## src/rtl/otc_pkg.sv

```systemverilog
package otc_pkg;
  typedef enum logic [2:0] {
    ST_IDLE  = 3'd0,
    ST_READ  = 3'd1,
    ST_EXEC  = 3'd2,
    ST_WAIT  = 3'd3,
    ST_WRITE = 3'd4
  } cu_state_e;
endpackage

```

## src/rtl/otc_src_port.sv

```systemverilog
module otc_src_port #(
  parameter int DATA_W  = 16,
  parameter bit ZERO_EN = 1'b0,
  parameter bit IMM_EN  = 1'b0
) (
  input  logic              clk,
  input  logic              rst_n,
  input  logic              start_i,
  input  logic              mask_i,
  input  logic              zero_a_i,
  input  logic              imm_ok_i,
  input  logic [DATA_W-1:0] imm_i,
  input  logic              go_i,
  input  logic [DATA_W-1:0] src_i,
  output logic              need_o,
  output logic              rel_o,
  output logic [DATA_W-1:0] opnd_o
);
  logic              by_imm;
  logic              by_zero;
  logic [DATA_W-1:0] preset;

  // immediate replaces the port even when its mask bit is set
  assign by_imm  = IMM_EN && imm_ok_i;
  assign by_zero = ZERO_EN && zero_a_i;
  assign need_o  = !mask_i && !by_zero && !by_imm;
  assign preset  = by_imm ? imm_i : '0;

  always_ff @(posedge clk) begin
    if (!rst_n) begin
      rel_o  <= 1'b0;
      opnd_o <= '0;
    end else if (start_i) begin
      rel_o  <= need_o;
      opnd_o <= preset;
    end else if (rel_o && go_i) begin
      rel_o  <= 1'b0;
      opnd_o <= src_i;
    end
  end
endmodule

```

## src/rtl/otc_sequencer.sv

```systemverilog
module otc_sequencer import otc_pkg::*; #(
  parameter int NUM_SRC = 2
) (
  input  logic               clk,
  input  logic               rst_n,
  input  logic               issue_i,
  input  logic               need_any_i,
  input  logic [NUM_SRC-1:0] rel_i,
  input  logic [NUM_SRC-1:0] go_i,
  input  logic               alu_ready_i,
  input  logic               res_valid_i,
  input  logic               wr_go_i,
  output logic               start_o,
  output logic               busy_o,
  output logic               alu_valid_o,
  output logic               res_ready_o,
  output logic               wr_rel_o
);
  cu_state_e state_q;
  cu_state_e state_d;

  assign start_o = issue_i && (state_q == ST_IDLE);

  always_comb begin
    state_d = state_q;
    unique case (state_q)
      ST_IDLE:  if (start_o) state_d = need_any_i ? ST_READ : ST_EXEC;
      ST_READ:  if ((rel_i & ~go_i) == '0) state_d = ST_EXEC;
      ST_EXEC:  if (alu_ready_i) state_d = ST_WAIT;
      ST_WAIT:  if (res_valid_i) state_d = ST_WRITE;
      ST_WRITE: if (wr_go_i) state_d = ST_IDLE;
      default:  state_d = ST_IDLE;
    endcase
  end

  always_ff @(posedge clk) begin
    if (!rst_n) state_q <= ST_IDLE;
    else        state_q <= state_d;
  end

  assign busy_o      = (state_q != ST_IDLE);
  assign alu_valid_o = (state_q == ST_EXEC);
  assign res_ready_o = (state_q == ST_WAIT);
  assign wr_rel_o    = (state_q == ST_WRITE);
endmodule

```

## src/rtl/otc_result_hold.sv

```systemverilog
module otc_result_hold #(
  parameter int DATA_W = 16
) (
  input  logic              clk,
  input  logic              rst_n,
  input  logic              take_i,
  input  logic [DATA_W-1:0] data_i,
  output logic [DATA_W-1:0] data_o
);
  always_ff @(posedge clk) begin
    if (!rst_n)      data_o <= '0;
    else if (take_i) data_o <= data_i;
  end
endmodule

```

## src/rtl/opnd_track_cu.sv

```systemverilog
module opnd_track_cu #(
  parameter int DATA_W  = 16,
  parameter int NUM_SRC = 2,
  parameter int OP_W    = 4
) (
  input  logic                      clk,
  input  logic                      rst_n,
  input  logic                      issue_i,
  input  logic [OP_W-1:0]           op_i,
  input  logic [NUM_SRC-1:0]        rd_mask_i,
  input  logic                      zero_a_i,
  input  logic                      imm_ok_i,
  input  logic [DATA_W-1:0]         imm_i,
  output logic                      busy_o,
  output logic [NUM_SRC-1:0]        rd_rel_o,
  input  logic [NUM_SRC-1:0]        rd_go_i,
  input  logic [NUM_SRC*DATA_W-1:0] src_i,
  output logic                      alu_valid_o,
  input  logic                      alu_ready_i,
  output logic [OP_W-1:0]           alu_op_o,
  output logic [NUM_SRC*DATA_W-1:0] alu_opnd_o,
  input  logic                      res_valid_i,
  output logic                      res_ready_o,
  input  logic [DATA_W-1:0]         res_data_i,
  output logic                      wr_rel_o,
  input  logic                      wr_go_i,
  output logic [DATA_W-1:0]         wr_data_o
);
  localparam int ZERO_PORT = 0;
  localparam int IMM_PORT  = NUM_SRC - 1;

  logic               start;
  logic [NUM_SRC-1:0] need;
  logic [OP_W-1:0]    op_q;

  for (genvar g = 0; g < NUM_SRC; g++) begin : g_port
    otc_src_port #(
      .DATA_W (DATA_W),
      .ZERO_EN(g == ZERO_PORT),
      .IMM_EN (g == IMM_PORT)
    ) u_port (
      .clk     (clk),
      .rst_n   (rst_n),
      .start_i (start),
      .mask_i  (rd_mask_i[g]),
      .zero_a_i(zero_a_i),
      .imm_ok_i(imm_ok_i),
      .imm_i   (imm_i),
      .go_i    (rd_go_i[g]),
      .src_i   (src_i[g*DATA_W +: DATA_W]),
      .need_o  (need[g]),
      .rel_o   (rd_rel_o[g]),
      .opnd_o  (alu_opnd_o[g*DATA_W +: DATA_W])
    );
  end

  always_ff @(posedge clk) begin
    if (!rst_n)     op_q <= '0;
    else if (start) op_q <= op_i;
  end
  assign alu_op_o = op_q;

  otc_sequencer #(.NUM_SRC(NUM_SRC)) u_seq (
    .clk        (clk),
    .rst_n      (rst_n),
    .issue_i    (issue_i),
    .need_any_i (|need),
    .rel_i      (rd_rel_o),
    .go_i       (rd_go_i),
    .alu_ready_i(alu_ready_i),
    .res_valid_i(res_valid_i),
    .wr_go_i    (wr_go_i),
    .start_o    (start),
    .busy_o     (busy_o),
    .alu_valid_o(alu_valid_o),
    .res_ready_o(res_ready_o),
    .wr_rel_o   (wr_rel_o)
  );

  otc_result_hold #(.DATA_W(DATA_W)) u_res (
    .clk   (clk),
    .rst_n (rst_n),
    .take_i(res_valid_i && res_ready_o),
    .data_i(res_data_i),
    .data_o(wr_data_o)
  );
endmodule

```

## config.mk

```make
export PLATFORM = sky130hd
export DESIGN_NAME = opnd_track_cu
export DESIGN_NICKNAME = d
export VERILOG_FILES = /design/src/rtl/otc_pkg.sv /design/src/rtl/otc_src_port.sv /design/src/rtl/otc_sequencer.sv /design/src/rtl/otc_result_hold.sv /design/src/rtl/opnd_track_cu.sv
export SDC_FILE = /design/constraint.sdc
export NUM_CORES = 1
export LEC_CHECK = 0
export CAP_MARGIN = 0
export CORE_MARGIN = 4
export CORE_UTILIZATION = 37
export DETAILED_ROUTE_END_ITERATION = 8
export GPL_TIMING_DRIVEN = 0
export PLACE_DENSITY_LB_ADDON = 0.25
export SLEW_MARGIN = 15
export SYNTH_ARGS = -nofsm -noshare
export SYNTH_HDL_FRONTEND = slang
export SYNTH_SLANG_ARGS = --single-unit
```

## constraint.sdc

```tcl
create_clock -name clk -period 2 [get_ports clk]
set_clock_uncertainty 0.1 [all_clocks]
set_input_delay 0.6 -clock clk [delete_from_list [all_inputs] [get_ports clk]]
set_output_delay 0.6 -clock clk [all_outputs]
set_load 0.01 [all_outputs]
```

==> results.tsv <==
stage	metric	value	unit
power	Max rail drop VDD	0.0006238	V
global_route	first-pass GRT wire length	11930	µm
die	IO Pins	138	
critical_path	worst-path fanout max	9	
sta	unrepaired setup endpoints after global routing	true	
yosys	Async SR Flop Fraction	0	%
critical_path	Crit. End Element	primary output	
global_route	initial antenna violation count	0	
cells_and_area	# diodes	0	
die	num rows	28	
critical_path	worst endpoint data arrival time	1.29	ns
yosys	post-synth net total	361	
drt	DRC	0	
clock_tree	Worst-path clk slew	0.07	ns
drt	Avg Vias per Cell	4.903	
cells_and_area	share of cells above drive strength 1	13.93	%
yosys	Post-synth top flop	dfxtp_1	
clock_tree	CTS tree	yes	
cells_and_area	Layout area overhead	79.62	%
sta	relative slew slack	63.18	%
clock_tree	Root Buffer	clkbuf_8	
yosys	Post-synth EDFFs	0	
sta	Final period util	99.45	%
min_path	HP Class	register to register	
place	GPL Wtd Cong	0.7582	
drt	vias post-DR	2515	
global_route	grt ovf	0	
global_route	GRT Util Overall	20.48	%
global_route	largest net degree at the start of global routing	11	
yosys	Syn Inst Count	281	
yosys	post-synth top area share	49.84	%
sta	post-route minimum period	1.989	ns
cells_and_area	fillers	482	
yosys	synth warn	0	
clock_tree	CTS max path bufs	2	
sta	Max Clk Rate	502.8	MHz
yosys	FF+latch count, synth	57	
clock_tree	CTS sink count	57	
sta	final setup vio count	0	
power	static leakage	1.514	nW
drt	mean routed wirelength per cell	15.02	µm
place	post-DP HPWL	5457	µm
job	MaxCap Viol Count	0	
yosys	Mapped Area	2290	µm²
sta	final hold slack	0.3528	ns
sta	fin. max-slew vios	0	
yosys	top cell type by total area after synthesis	dfxtp_1	
drt	initial drt markers	52	
yosys	ranking of synthesized cells by area	dfxtp_1 (50%), nand2_1 (13%), a21oi_1 (8.5%)	
power	pwr/cell area	994.2	nW/µm²
yosys	post-synthesis cell type count	31	
cells_and_area	most frequent cells in the layout	clkdlybuf4s50_1 (129), nand2_1 (81), dfxtp_1 (54), a21oi_1 (38), nor2_1 (19)	
critical_path	crit start category	register	
sta	setup TNS	0	ns
die	Horiz. Die Dim	86.67	µm
die	Initial Util	38.45	%
cells_and_area	most common cell after layout, fill and taps aside	clkdlybuf4s50_1	
die	core area	5956	µm²
yosys	syn avg cell area	8.148	µm²
power	Tot Pwr	0.004089	W
global_route	number of global-route vias before repair	2438	
drt	first-pass iteration count of the detailed router	4	
status	status	finished, final reports clean	
sta	Slew @ Worst Pin	0.5454	ns
sta	Hold Vio Cnt, Final	0	
clock_tree	Max H-tree Level	3	
critical_path	Critical Path RT	1.30	ns
clock_tree	TritonCTS Buffers	9	
clock_tree	worst skew pair latency	0.33	ns
cells_and_area	fin nets	513	
place	number of port buffers	136	
drt	remaining antenna violation count after routing	0	
die	Die Y	86.67	µm
die	total die area	7511	µm²
drt	DRT Wirelength	7705	µm
yosys	Seq/Total Area, Yosys	49.84	%
critical_path	flop2flop setup slack	0.14	ns
critical_path	crit path kind	register to primary output	
synth_stat cells, types with 2 or more instances:
master,n
a21oi_1,39
a221oi_1,15
a31oi_1,3
and2_1,2
buf_2,5
buf_4,6
buf_6,3
clkbuf_1,8
dfxtp_1,57
nand2_1,81
nand2b_1,2
nor2_1,19
nor2b_1,2
nor3_1,2
nor3b_1,2
nor4b_1,2
o21ai_0,17
or3_1,3
layout make-up:
class	instances	area, µm²	share of cell area, %
plain buffers	22	162.7	3.955
repair buffers	142	1383	33.62
multi-input cells	199	1089	26.47
well taps	75	93.84	2.282
clock buffers	12	155.1	3.772
flip-flops and latches	57	1147	27.90
clock inverters	4	75.07	1.825
inverters	2	7.507	0.1825
state kept, by name, indices dropped and copies added (netlist names):
| register | flops |
|---|---|
| g_port.u_port.opnd_o | 32 |
| u_seq.state_q | 3 |
| u_res.data_o | 16 |
| alu_op_o | 4 |
| g_port.u_port.rel_o | 2 |
worst paths after layout:
check | startpoint | to | cells after the start
max | u_seq.state_q[2] | busy_o | 3
min | u_res.data_o[1] | u_res.data_o[1] | 2
max reg2reg | u_seq.state_q[2] | g_port[1].u_port.opnd_o[2] | 6
min reg2reg | u_res.data_o[1] | u_res.data_o[1] | 2
routing by layer:
metal	routed length (µm)	track usage, %	vias up
met5	0	0	-
met4	188	9.632	0
met3	622	5.989	18
met2	3757	34.35	94
met1	3137	23.96	1133
li1	-	-	1270
kinds of logic (layout without fill, tap and decap cells):
group,after synthesis,count (layout),synth area share (%)
buffers and inverters,25,182,6.393
and+or+nand+nor,121,121,23.55
DFF,57,57,49.84
AOI/OAI and AO/OA,78,78,20.22
critical path, stage by stage (launching register included):
cell     delay [ns]
dfxtp_2        0.32
buf_6          0.13
or3_1          0.36
buf_2          0.15
metrics by stage:
step / std cells / utilization (%) / cell area (µm²) / setup WS (ns)
floorplan: 281 / - / 2290 / 0.1320
global placement: 492 / 62.88 / 3745 / -0.5650
detailed placement: 492 / 62.88 / 3745 / -0.6081
CTS: 510 / 68.61 / 4086 / -0.006940
global route: 513 / 69.05 / 4113 / -0.02816
finish: 513 / 69.05 / 4113 / 0.01094
what timing repair did:
action	CTS	global route
buffers inserted	2	4
resized for setup	37	11
setup endpoints to repair	34	16
pin swaps	1	0
hold buffers	0	0
report_power, final:
group | switching [W] | leakage (nW) | internal, W
clock network | 0.000469 | 0.109 | 0.000770
logic | 0.000716 | 0.939 | 0.000751
registers | 0.0000812 | 0.465 | 0.00130
total | 0.00127 | 1.51 | 0.00282
(Power assumes the default switching activity.)
